File: src/rtl/qsp_pkg.sv
package qsp_pkg;

    localparam int NUM_STAGES = 4;

    typedef enum logic [1:0] {
        OP_CHAIN = 2'b00,
        OP_LOW_PAIR = 2'b01,
        OP_HIGH_PAIR = 2'b10,
        OP_FREEZE = 2'b11
    } qsp_op_e;

    typedef struct packed {
        logic [NUM_STAGES-1:0] load;
        logic                  r3_take_in;
    } qsp_ctrl_t;

    function automatic logic [1:0] sel_to_index(input logic [1:0] sel);
        return ~sel;
    endfunction

endpackage

File: src/rtl/qsp_ctrl.sv
module qsp_ctrl
    import qsp_pkg::*;
#(
    parameter bit PAIR_SHIFT = 1'b1
) (
    input  logic [1:0] op,
    output qsp_ctrl_t  ctrl
);
    qsp_op_e op_e;
    assign op_e = qsp_op_e'(op);

    always_comb begin
        ctrl = '0;
        unique case (op_e)
            OP_CHAIN: ctrl.load = 4'b1111;
            OP_LOW_PAIR: begin
                ctrl.load = PAIR_SHIFT ? 4'b1100 : 4'b0100;
                ctrl.r3_take_in = 1'b1;
            end
            OP_HIGH_PAIR: ctrl.load = PAIR_SHIFT ? 4'b0011 : 4'b0001;
            OP_FREEZE: ctrl.load = 4'b0000;
            default: ctrl.load = 4'b0000;
        endcase
    end
endmodule

File: src/rtl/qsp_bank.sv
module qsp_bank
    import qsp_pkg::*;
#(
    parameter int DATA_W = 8
) (
    input  logic                                clk,
    input  logic                                rst,
    input  logic [DATA_W-1:0]                   din,
    input  qsp_ctrl_t                           ctrl,
    output logic [NUM_STAGES-1:0][DATA_W-1:0]   regs
);
    for (genvar i = 0; i < NUM_STAGES; i++) begin : g_stage
        logic [DATA_W-1:0] nxt;
        if (i == 0) begin : g_head
            assign nxt = din;
        end else if (i == 2) begin : g_mid
            assign nxt = ctrl.r3_take_in ? din : regs[i-1];
        end else begin : g_tail
            assign nxt = regs[i-1];
        end
        always_ff @(posedge clk) begin
            if (rst)
                regs[i] <= '0;
            else if (ctrl.load[i])
                regs[i] <= nxt;
        end
    end
endmodule

File: src/rtl/qsp_rdmux.sv
module qsp_rdmux
    import qsp_pkg::*;
#(
    parameter int DATA_W = 8
) (
    input  logic [NUM_STAGES-1:0][DATA_W-1:0] regs,
    input  logic [1:0]                        rsel,
    input  logic                              out_en_n,
    output logic [DATA_W-1:0]                 dout,
    output logic                              dout_vld
);
    logic [DATA_W-1:0] picked;
    assign picked   = regs[sel_to_index(rsel)];
    assign dout_vld = ~out_en_n;
    assign dout     = out_en_n ? '0 : picked;
endmodule

File: src/rtl/quad_stage_pipe.sv
module quad_stage_pipe
    import qsp_pkg::*;
#(
    parameter int DATA_W     = 8,
    parameter bit PAIR_SHIFT = 1'b1
) (
    input  logic              clk,
    input  logic              rst,
    input  logic [DATA_W-1:0] din,
    input  logic [1:0]        op,
    input  logic [1:0]        rsel,
    input  logic              out_en_n,
    output logic [DATA_W-1:0] dout,
    output logic              dout_vld
);
    qsp_ctrl_t                         ctrl;
    logic [NUM_STAGES-1:0][DATA_W-1:0] regs;

    qsp_ctrl #(.PAIR_SHIFT(PAIR_SHIFT)) u_ctrl (
        .op   (op),
        .ctrl (ctrl)
    );

    qsp_bank #(.DATA_W(DATA_W)) u_bank (
        .clk  (clk),
        .rst  (rst),
        .din  (din),
        .ctrl (ctrl),
        .regs (regs)
    );

    qsp_rdmux #(.DATA_W(DATA_W)) u_rdmux (
        .regs     (regs),
        .rsel     (rsel),
        .out_en_n (out_en_n),
        .dout     (dout),
        .dout_vld (dout_vld)
    );

    AST_RESET_CLEARS: assert property (@(posedge clk)
        rst |=> (regs == '0));

    AST_CHAIN_SHIFT: assert property (@(posedge clk) disable iff (rst)
        (op == 2'b00) |=> (regs[0] == $past(din) && regs[1] == $past(regs[0])
                           && regs[2] == $past(regs[1]) && regs[3] == $past(regs[2])));

    AST_FREEZE_ALL: assert property (@(posedge clk) disable iff (rst)
        (op == 2'b11) |=> $stable(regs));

    AST_HIGH_PAIR_UPPER_HOLD: assert property (@(posedge clk) disable iff (rst)
        (op == 2'b10) |=> (regs[0] == $past(din) && $stable(regs[2]) && $stable(regs[3])));

    AST_LOW_PAIR_UPPER_HOLD: assert property (@(posedge clk) disable iff (rst)
        (op == 2'b01) |=> (regs[2] == $past(din) && $stable(regs[0]) && $stable(regs[1])));

    if (PAIR_SHIFT) begin : g_ast_shift
        AST_PAIR_R2_FOLLOWS: assert property (@(posedge clk) disable iff (rst)
            (op == 2'b10) |=> (regs[1] == $past(regs[0])));
        AST_PAIR_R4_FOLLOWS: assert property (@(posedge clk) disable iff (rst)
            (op == 2'b01) |=> (regs[3] == $past(regs[2])));
    end else begin : g_ast_noshift
        AST_PAIR_R2_KEEPS: assert property (@(posedge clk) disable iff (rst)
            (op == 2'b10) |=> $stable(regs[1]));
        AST_PAIR_R4_KEEPS: assert property (@(posedge clk) disable iff (rst)
            (op == 2'b01) |=> $stable(regs[3]));
    end

    AST_SEL_R1: assert property (@(posedge clk) disable iff (rst)
        (!out_en_n && rsel == 2'b11) |-> (dout == regs[0]));
    AST_SEL_R4: assert property (@(posedge clk) disable iff (rst)
        (!out_en_n && rsel == 2'b00) |-> (dout == regs[3]));

    AST_RELEASED: assert property (@(posedge clk) disable iff (rst)
        out_en_n |-> (!dout_vld && dout == '0));
endmodule

File: config.mk
export PLATFORM = sky130hd
export DESIGN_NAME = quad_stage_pipe
export DESIGN_NICKNAME = d
export VERILOG_FILES = /design/src/rtl/qsp_pkg.sv /design/src/rtl/qsp_ctrl.sv /design/src/rtl/qsp_bank.sv /design/src/rtl/qsp_rdmux.sv /design/src/rtl/quad_stage_pipe.sv
export SDC_FILE = /design/constraint.sdc
export NUM_CORES = 1
export LEC_CHECK = 0
export ABC_AREA = 1
export BUFFER_PORTS_ARGS = -buffer_cell sky130_fd_sc_hd__buf_2
export CAP_MARGIN = 15
export CORE_ASPECT_RATIO = 1.4
export CORE_MARGIN = 1
export CORE_UTILIZATION = 55
export DETAILED_ROUTE_END_ITERATION = 16
export PLACE_DENSITY = 0.78
export SYNTH_ARGS = -nofsm -noshare
export SYNTH_HDL_FRONTEND = slang
export SYNTH_SLANG_ARGS = --single-unit
File: constraint.sdc
create_clock -name clk -period 2.3 [get_ports clk]
set_input_delay 0.46 -clock clk [delete_from_list [all_inputs] [get_ports clk]]
set_output_delay 0.46 -clock clk [all_outputs]
set_load 0.02 [all_outputs]
== Yosys cells after proc, flatten, opt, wreduce, memory -nomap -nowiden ==
Index checks and enable logic that the tools add are counted.

* Register bits: 32
* Bits of input ports: 15
* Output and inout bits: 9
* Word-level logic and storage cells: 17

* Magnitude comparators: 1
* Equality and inequality tests: 3
* Multiplexer cells: 6
* Bitwise logic cells: 2
* Reductions and logical operators: 1

{| class="wikitable"
|+ Operator list
! kind !! number
|-
| 8-bit two-way mux || 3
|-
| 8-bit binary-select mux with 2-bit select || 1
|-
| 4-bit case mux with 4 select lines || 1
|-
| 2-bit equality test, second input constant || 2
|-
| 2-bit by 3-bit less-than comparator with 1-bit output, second input constant || 1
|-
| 2-bit by 1-bit equality test with 1-bit output, second input constant || 1
|-
| 2-bit logical NOT || 1
|-
| 2-bit inverter || 1
|-
| 1-bit two-way mux || 1
|-
| 1-bit inverter || 1
|}

== Depth between registers and ports, before layout ==
* Depth in word-level cells: 4
* Gate-level depth with buffers: 6
* Depth with buffers taken out: 5

== Cells and area by module ==
A second synthesis with hierarchy kept.

* Cells, all modules: 274
* Area total of the unflattened synthesis: 1705.4 um2

{| class="wikitable"
|+ By module, submodules not included
! module !! times used !! cells an instance !! area an instance (um2) !! seq. area each (um2)
|-
| qsp_bank || 1 || 173 || 1252.5 || 640.6
|-
| qsp_rdmux || 1 || 96 || 424.2 || 0.0
|-
| qsp_ctrl || 1 || 5 || 28.8 || 0.0
|}

== Worst setup path before layout ==
OpenSTA, ideal clock, no wires.

* Kind: input to output
* From: input rsel[0]
* To: output dout[4]
* Arrival time: 1.235 ns
* Required time: 1.840 ns
* Path slack: 0.605 ns
* Stages on the path: 5
* Buffers on the path: 2
* Cell sequence: buf_6 -> buf_2 -> nand2_1 -> nand3_1 -> a21oi_1

* Cells in the longest elaborated chain, start to end: 4

{| class="wikitable"
|+ Ends and longest elaborated chain
! what !! line !! source
|-
| start: declaration || quad_stage_pipe.sv:11 || <nowiki>input logic [1:0] rsel,</nowiki>
|-
| 2-bit inverter || qsp_pkg.sv:18 || <nowiki>return ~sel;</nowiki>
|-
| 8-bit binary-select mux with 2-bit select || qsp_rdmux.sv:13 || <nowiki>assign picked = regs[sel_to_index(rsel)];</nowiki>
|-
| 8-bit two-way mux (not written as such) || qsp_rdmux.sv:13 ||
|-
| 8-bit two-way mux || qsp_rdmux.sv:15 || <nowiki>assign dout = out_en_n ? '0 : picked;</nowiki>
|-
| end: declaration || quad_stage_pipe.sv:13 || <nowiki>output logic [DATA_W-1:0] dout,</nowiki>
|}

No other way between the ends. The select of a mux whose other input is x is not followed.

== Worst setup path in the final report ==
* From: input rsel[0]
* To: output dout[5]

Same word-level chain as after synthesis.

==> run summary <==
The worst IR drop on VDD is ~0.00057 V. The die is roughly 65 um tall. For this block, the initial DRC count from the detailed router was 45. Once the clock tree was built, the setup fixing pass inserted 0 buffers. After detailed routing, the total wire length is about 3200 um. The deepest clock path buffer count came out at 2. The clock transition at the register clock pins on the worst setup and hold paths after CTS is 0.10 ns. sky130_fd_sc_hd__nand2_1 is the most common cell in the netlist. The utilization after layout is between 60% and 70%. The clock latency of the later-clocked register in the worst-skew pair came out at 0.34 ns.

The top-level port count is 24. The areal power density over the cells came out at roughly 670 nW/um2. A synthesized cell averages 6.59 um2. The number of rows in the core area came out at 22. After routing, the total negative slack on setup checks comes to 0 ns. Sorting the synthesized cells by how often they occur yields sky130_fd_sc_hd__nand2_1, sky130_fd_sc_hd__inv_1, sky130_fd_sc_hd__a21oi_1, sky130_fd_sc_hd__dfxtp_1, sky130_fd_sc_hd__nand3_1.

The placed wire-length estimate after detailed placement came out at between 2000 and 2500 um. The number of enable-type register cells in the synthesized netlist came out at 0. The die outline width is between 40 and 50 um.

The number of antenna violations at the first check in global routing is 0. The number of optimization iterations in the first detailed-route pass came out at 4. Data on the critical path is required at its endpoint by 1.84 ns. The die covers between 3000 and 4000 um2. The final routed DRC violation total is 0.

On the critical path, the stage with the largest delay is an instance of sky130_fd_sc_hd__buf_2. The fraction of the cycle the final worst path needs came out at ~85%. The buffer type at the clock tree root is sky130_fd_sc_hd__clkbuf_4. At the end of the flow, the number of nets in the layout was 267. The total nets after synthesis is roughly 250. Ranked by total cell area, the synthesized netlist is headed by sky130_fd_sc_hd__dfxtp_1, sky130_fd_sc_hd__nand2_1, sky130_fd_sc_hd__a21oi_1. Along the worst path, the maximum fanout reaches 17. The max-capacitance violation count came out at 0. STA classifies the critical path endpoint as an output pin. In this run, the combinational gates consume 16.0% of the power. The number of fill cells in the layout came out at 282.

The transition time at the pin with the least slew margin came out at 0.632 ns. Dividing the detail-routed via count by the number of cells gives slightly above 5. The wire length per cell after detailed routing is approximately 11 um. The via count of the first global-routing pass is between 1k and 1.5k.

The share of the synthesized area in the top cell type came out at 41.0%. The most frequent cell on the critical path is sky130_fd_sc_hd__buf_2. The detail route stage leaves a number of antenna-violating nets equal to 0. The power dissipated by switching net loads came out at 331 uW. The proportion of synthesized flip-flops having asynchronous set or reset is 0%. In this run, post-CTS hold repair placed 0 buffers. The TritonCTS buffer count is 5. The signal on the critical path passes through buf_2, inv_4, nand2_1, nand3_1, a21oi_1, buf_2. The starting utilization of the core area came out at about 58%.

The cell taking the most area after synthesis is sky130_fd_sc_hd__dfxtp_1. The proportion of power drawn by flip-flops and latches is 53.7%. The largest net degree at the start of global routing came out at 42. The total count of hold-check failures in the final report is 0.

Once placement completed, the tool counted placed cells totaling ~280. The largest stage delay on the critical path is around 0.28 ns. The number of sinks handled by clock tree synthesis is 32. The final-report max-slew violation count is 0.

The number of standard cells after synthesis is 237. The internal power consumption came out at between 700 and 800 uW. The prevailing post-synth register cell is sky130_fd_sc_hd__dfxtp_1. The arrival time of the worst setup path is approximately 1.5 ns.

The final setup violation count is 0. The core region is approximately 2700 um2. The critical path is of the in -> out type.

The fraction of layout instances using a drive strength above 1 came out at about 14%. The count of warnings emitted by yosys came out at 0. The flop and latch count out of synthesis came out at 32. Derived from the worst setup path, the maximum achievable clock frequency is a little over 0.5 GHz. For the final database, setup skew stands at 0.00434 ns.

The critical path contains buffers and inverters numbering 3 combined. The cell family contributing the most delay on the critical path is buffers and inverters. The number of diodes added for antenna fixing came out at 0. The overall routing resource usage is around 25%.

The maximum level of the CTS H-tree is 2. The path class of the tightest hold or removal check is in -> reg. The overall power of the completed layout came out at 1.13 mW. Detailed routing inserted a total of around 1.5k vias. The cell area after technology mapping is about 1600 um2. The finished layout holds 289 standard cells, fillers aside. The clock period minus worst slack is just under 2 ns. The CTS tree is built.

STA classifies the critical path startpoint as an input pin. The switching portion of total power is 29.3%. The worst slew margin relative to its limit came out at slightly below 60%. The area added between synthesis and finish is 8.25%. The cell leakage power is approximately 0.84 nW. The wire length of the first global-routing pass is about 5600 um.

After global routing the overflow that remains totals 0. The number of different library cells in the post-synthesis netlist is 13. Setup repair after global routing left no endpoint under its margin. The sequential fraction of the synthesis area is 41.0%. The run finished with clean final reports.

The clock network power share came out at between 30% and 40%. The weighted congestion at the end of routability-driven global placement came out at between 0.8 and 0.9. The number of resized instances in the post-cts repair step is 0. The number of buffer cells added on primary ports is 23.
final timing paths:
kind | slack (ns) | end | depth (start not counted) | start
setup / recovery | 0.35 | dout[5] | 6 | rsel[0]
hold / removal | 0.40 | u_bank.g_stage[1].nxt[0]$_SDFFE_PP0P_ | 3 | din[0]
setup reg to reg | 1.58 | u_bank.g_stage[3].nxt[4]$_SDFFE_PP0P_ | 4 | u_bank.g_stage[3].nxt[4]$_SDFFE_PP0P_
hold reg to reg | 0.46 | u_bank.regs[27]$_SDFFE_PP0P_ | 2 | u_bank.regs[27]$_SDFFE_PP0P_
layout by cell type, fill, tap and decap left out:
cell | netlist | layout
sky130_fd_sc_hd__inv_4 | 1 | 1
sky130_fd_sc_hd__inv_1 | 42 | 42
sky130_fd_sc_hd__nand2_1 | 56 | 56
sky130_fd_sc_hd__dfxtp_1 | 32 | 32
sky130_fd_sc_hd__clkinv_2 | 0 | 2
sky130_fd_sc_hd__nand3_1 | 32 | 32
sky130_fd_sc_hd__clkbuf_8 | 0 | 1
sky130_fd_sc_hd__nor2_2 | 1 | 1
sky130_fd_sc_hd__inv_2 | 2 | 2
sky130_fd_sc_hd__o21ai_1 | 24 | 24
sky130_fd_sc_hd__buf_2 | 8 | 23
sky130_fd_sc_hd__a21oi_1 | 32 | 32
sky130_fd_sc_hd__clkbuf_4 | 0 | 5
metrics by stage:
| step | setup WS (ns) | area [um2] | hold WS, ns |
|---|---|---|---|
| after floorplan | 0.605 | 1560 | 0.429 |
| after global placement | 0.468 | 1630 | 0.445 |
| after detailed placement | 0.458 | 1630 | 0.446 |
| after CTS | 0.394 | 1690 | 0.392 |
| after global routing | 0.302 | 1690 | 0.406 |
| final | 0.346 | 1690 | 0.398 |
sequential cells by signal (all words and copies together), names as in the netlist:
name and cells:
u_bank.g_stage.nxt 16, u_bank.regs 16
area by class of cell:
type                       count  area (um2)  area share, %
clock inverter                 2        10.0          0.592
timing repair buffer          23         115           6.81
sequential                    32         641           37.9
multi-input combinational    145         657           38.9
inverter                      45         171           10.1
clock buffer                   6        51.3           3.03
tap                           36        45.0           2.66
kinds of logic (layout without fill, tap and decap cells):
family | after synthesis | count (layout) | share of synthesized area, %
flops | 32 | 32 | 41.0
buf+inv | 60 | 76 | 16.9
compound gates | 56 | 56 | 17.9
simple gates | 89 | 89 | 24.1
power groups by stage:
stage	combinational, mW	clock, mW	sequential (mW)
after floorplan	0.144	0	0.614
after global placement	0.177	0	0.617
after detailed placement	0.180	0	0.618
after CTS	0.181	0.349	0.605
after global routing	0.207	0.377	0.611
final	0.181	0.340	0.605
worst register-to-register path, delay by kind of cell, from the launching register on:
kind          cells  cell delay, ns
flops             1            0.38
buf+inv           1            0.07
simple gates      3            0.23
per-layer routing:
| metal | up-vias | part of all wire, % | global-route usage, % |
|---|---|---|---|
| met4 | 0 | 2.8 | 12.1 |
| li1 | 782 | - | - |
| met3 | 9 | 5.6 | 6.96 |
| met1 | 629 | 47 | 34.1 |
| met5 | - | 0 | 0 |
| met2 | 44 | 44 | 35.8 |
(Power assumes the default switching activity.)
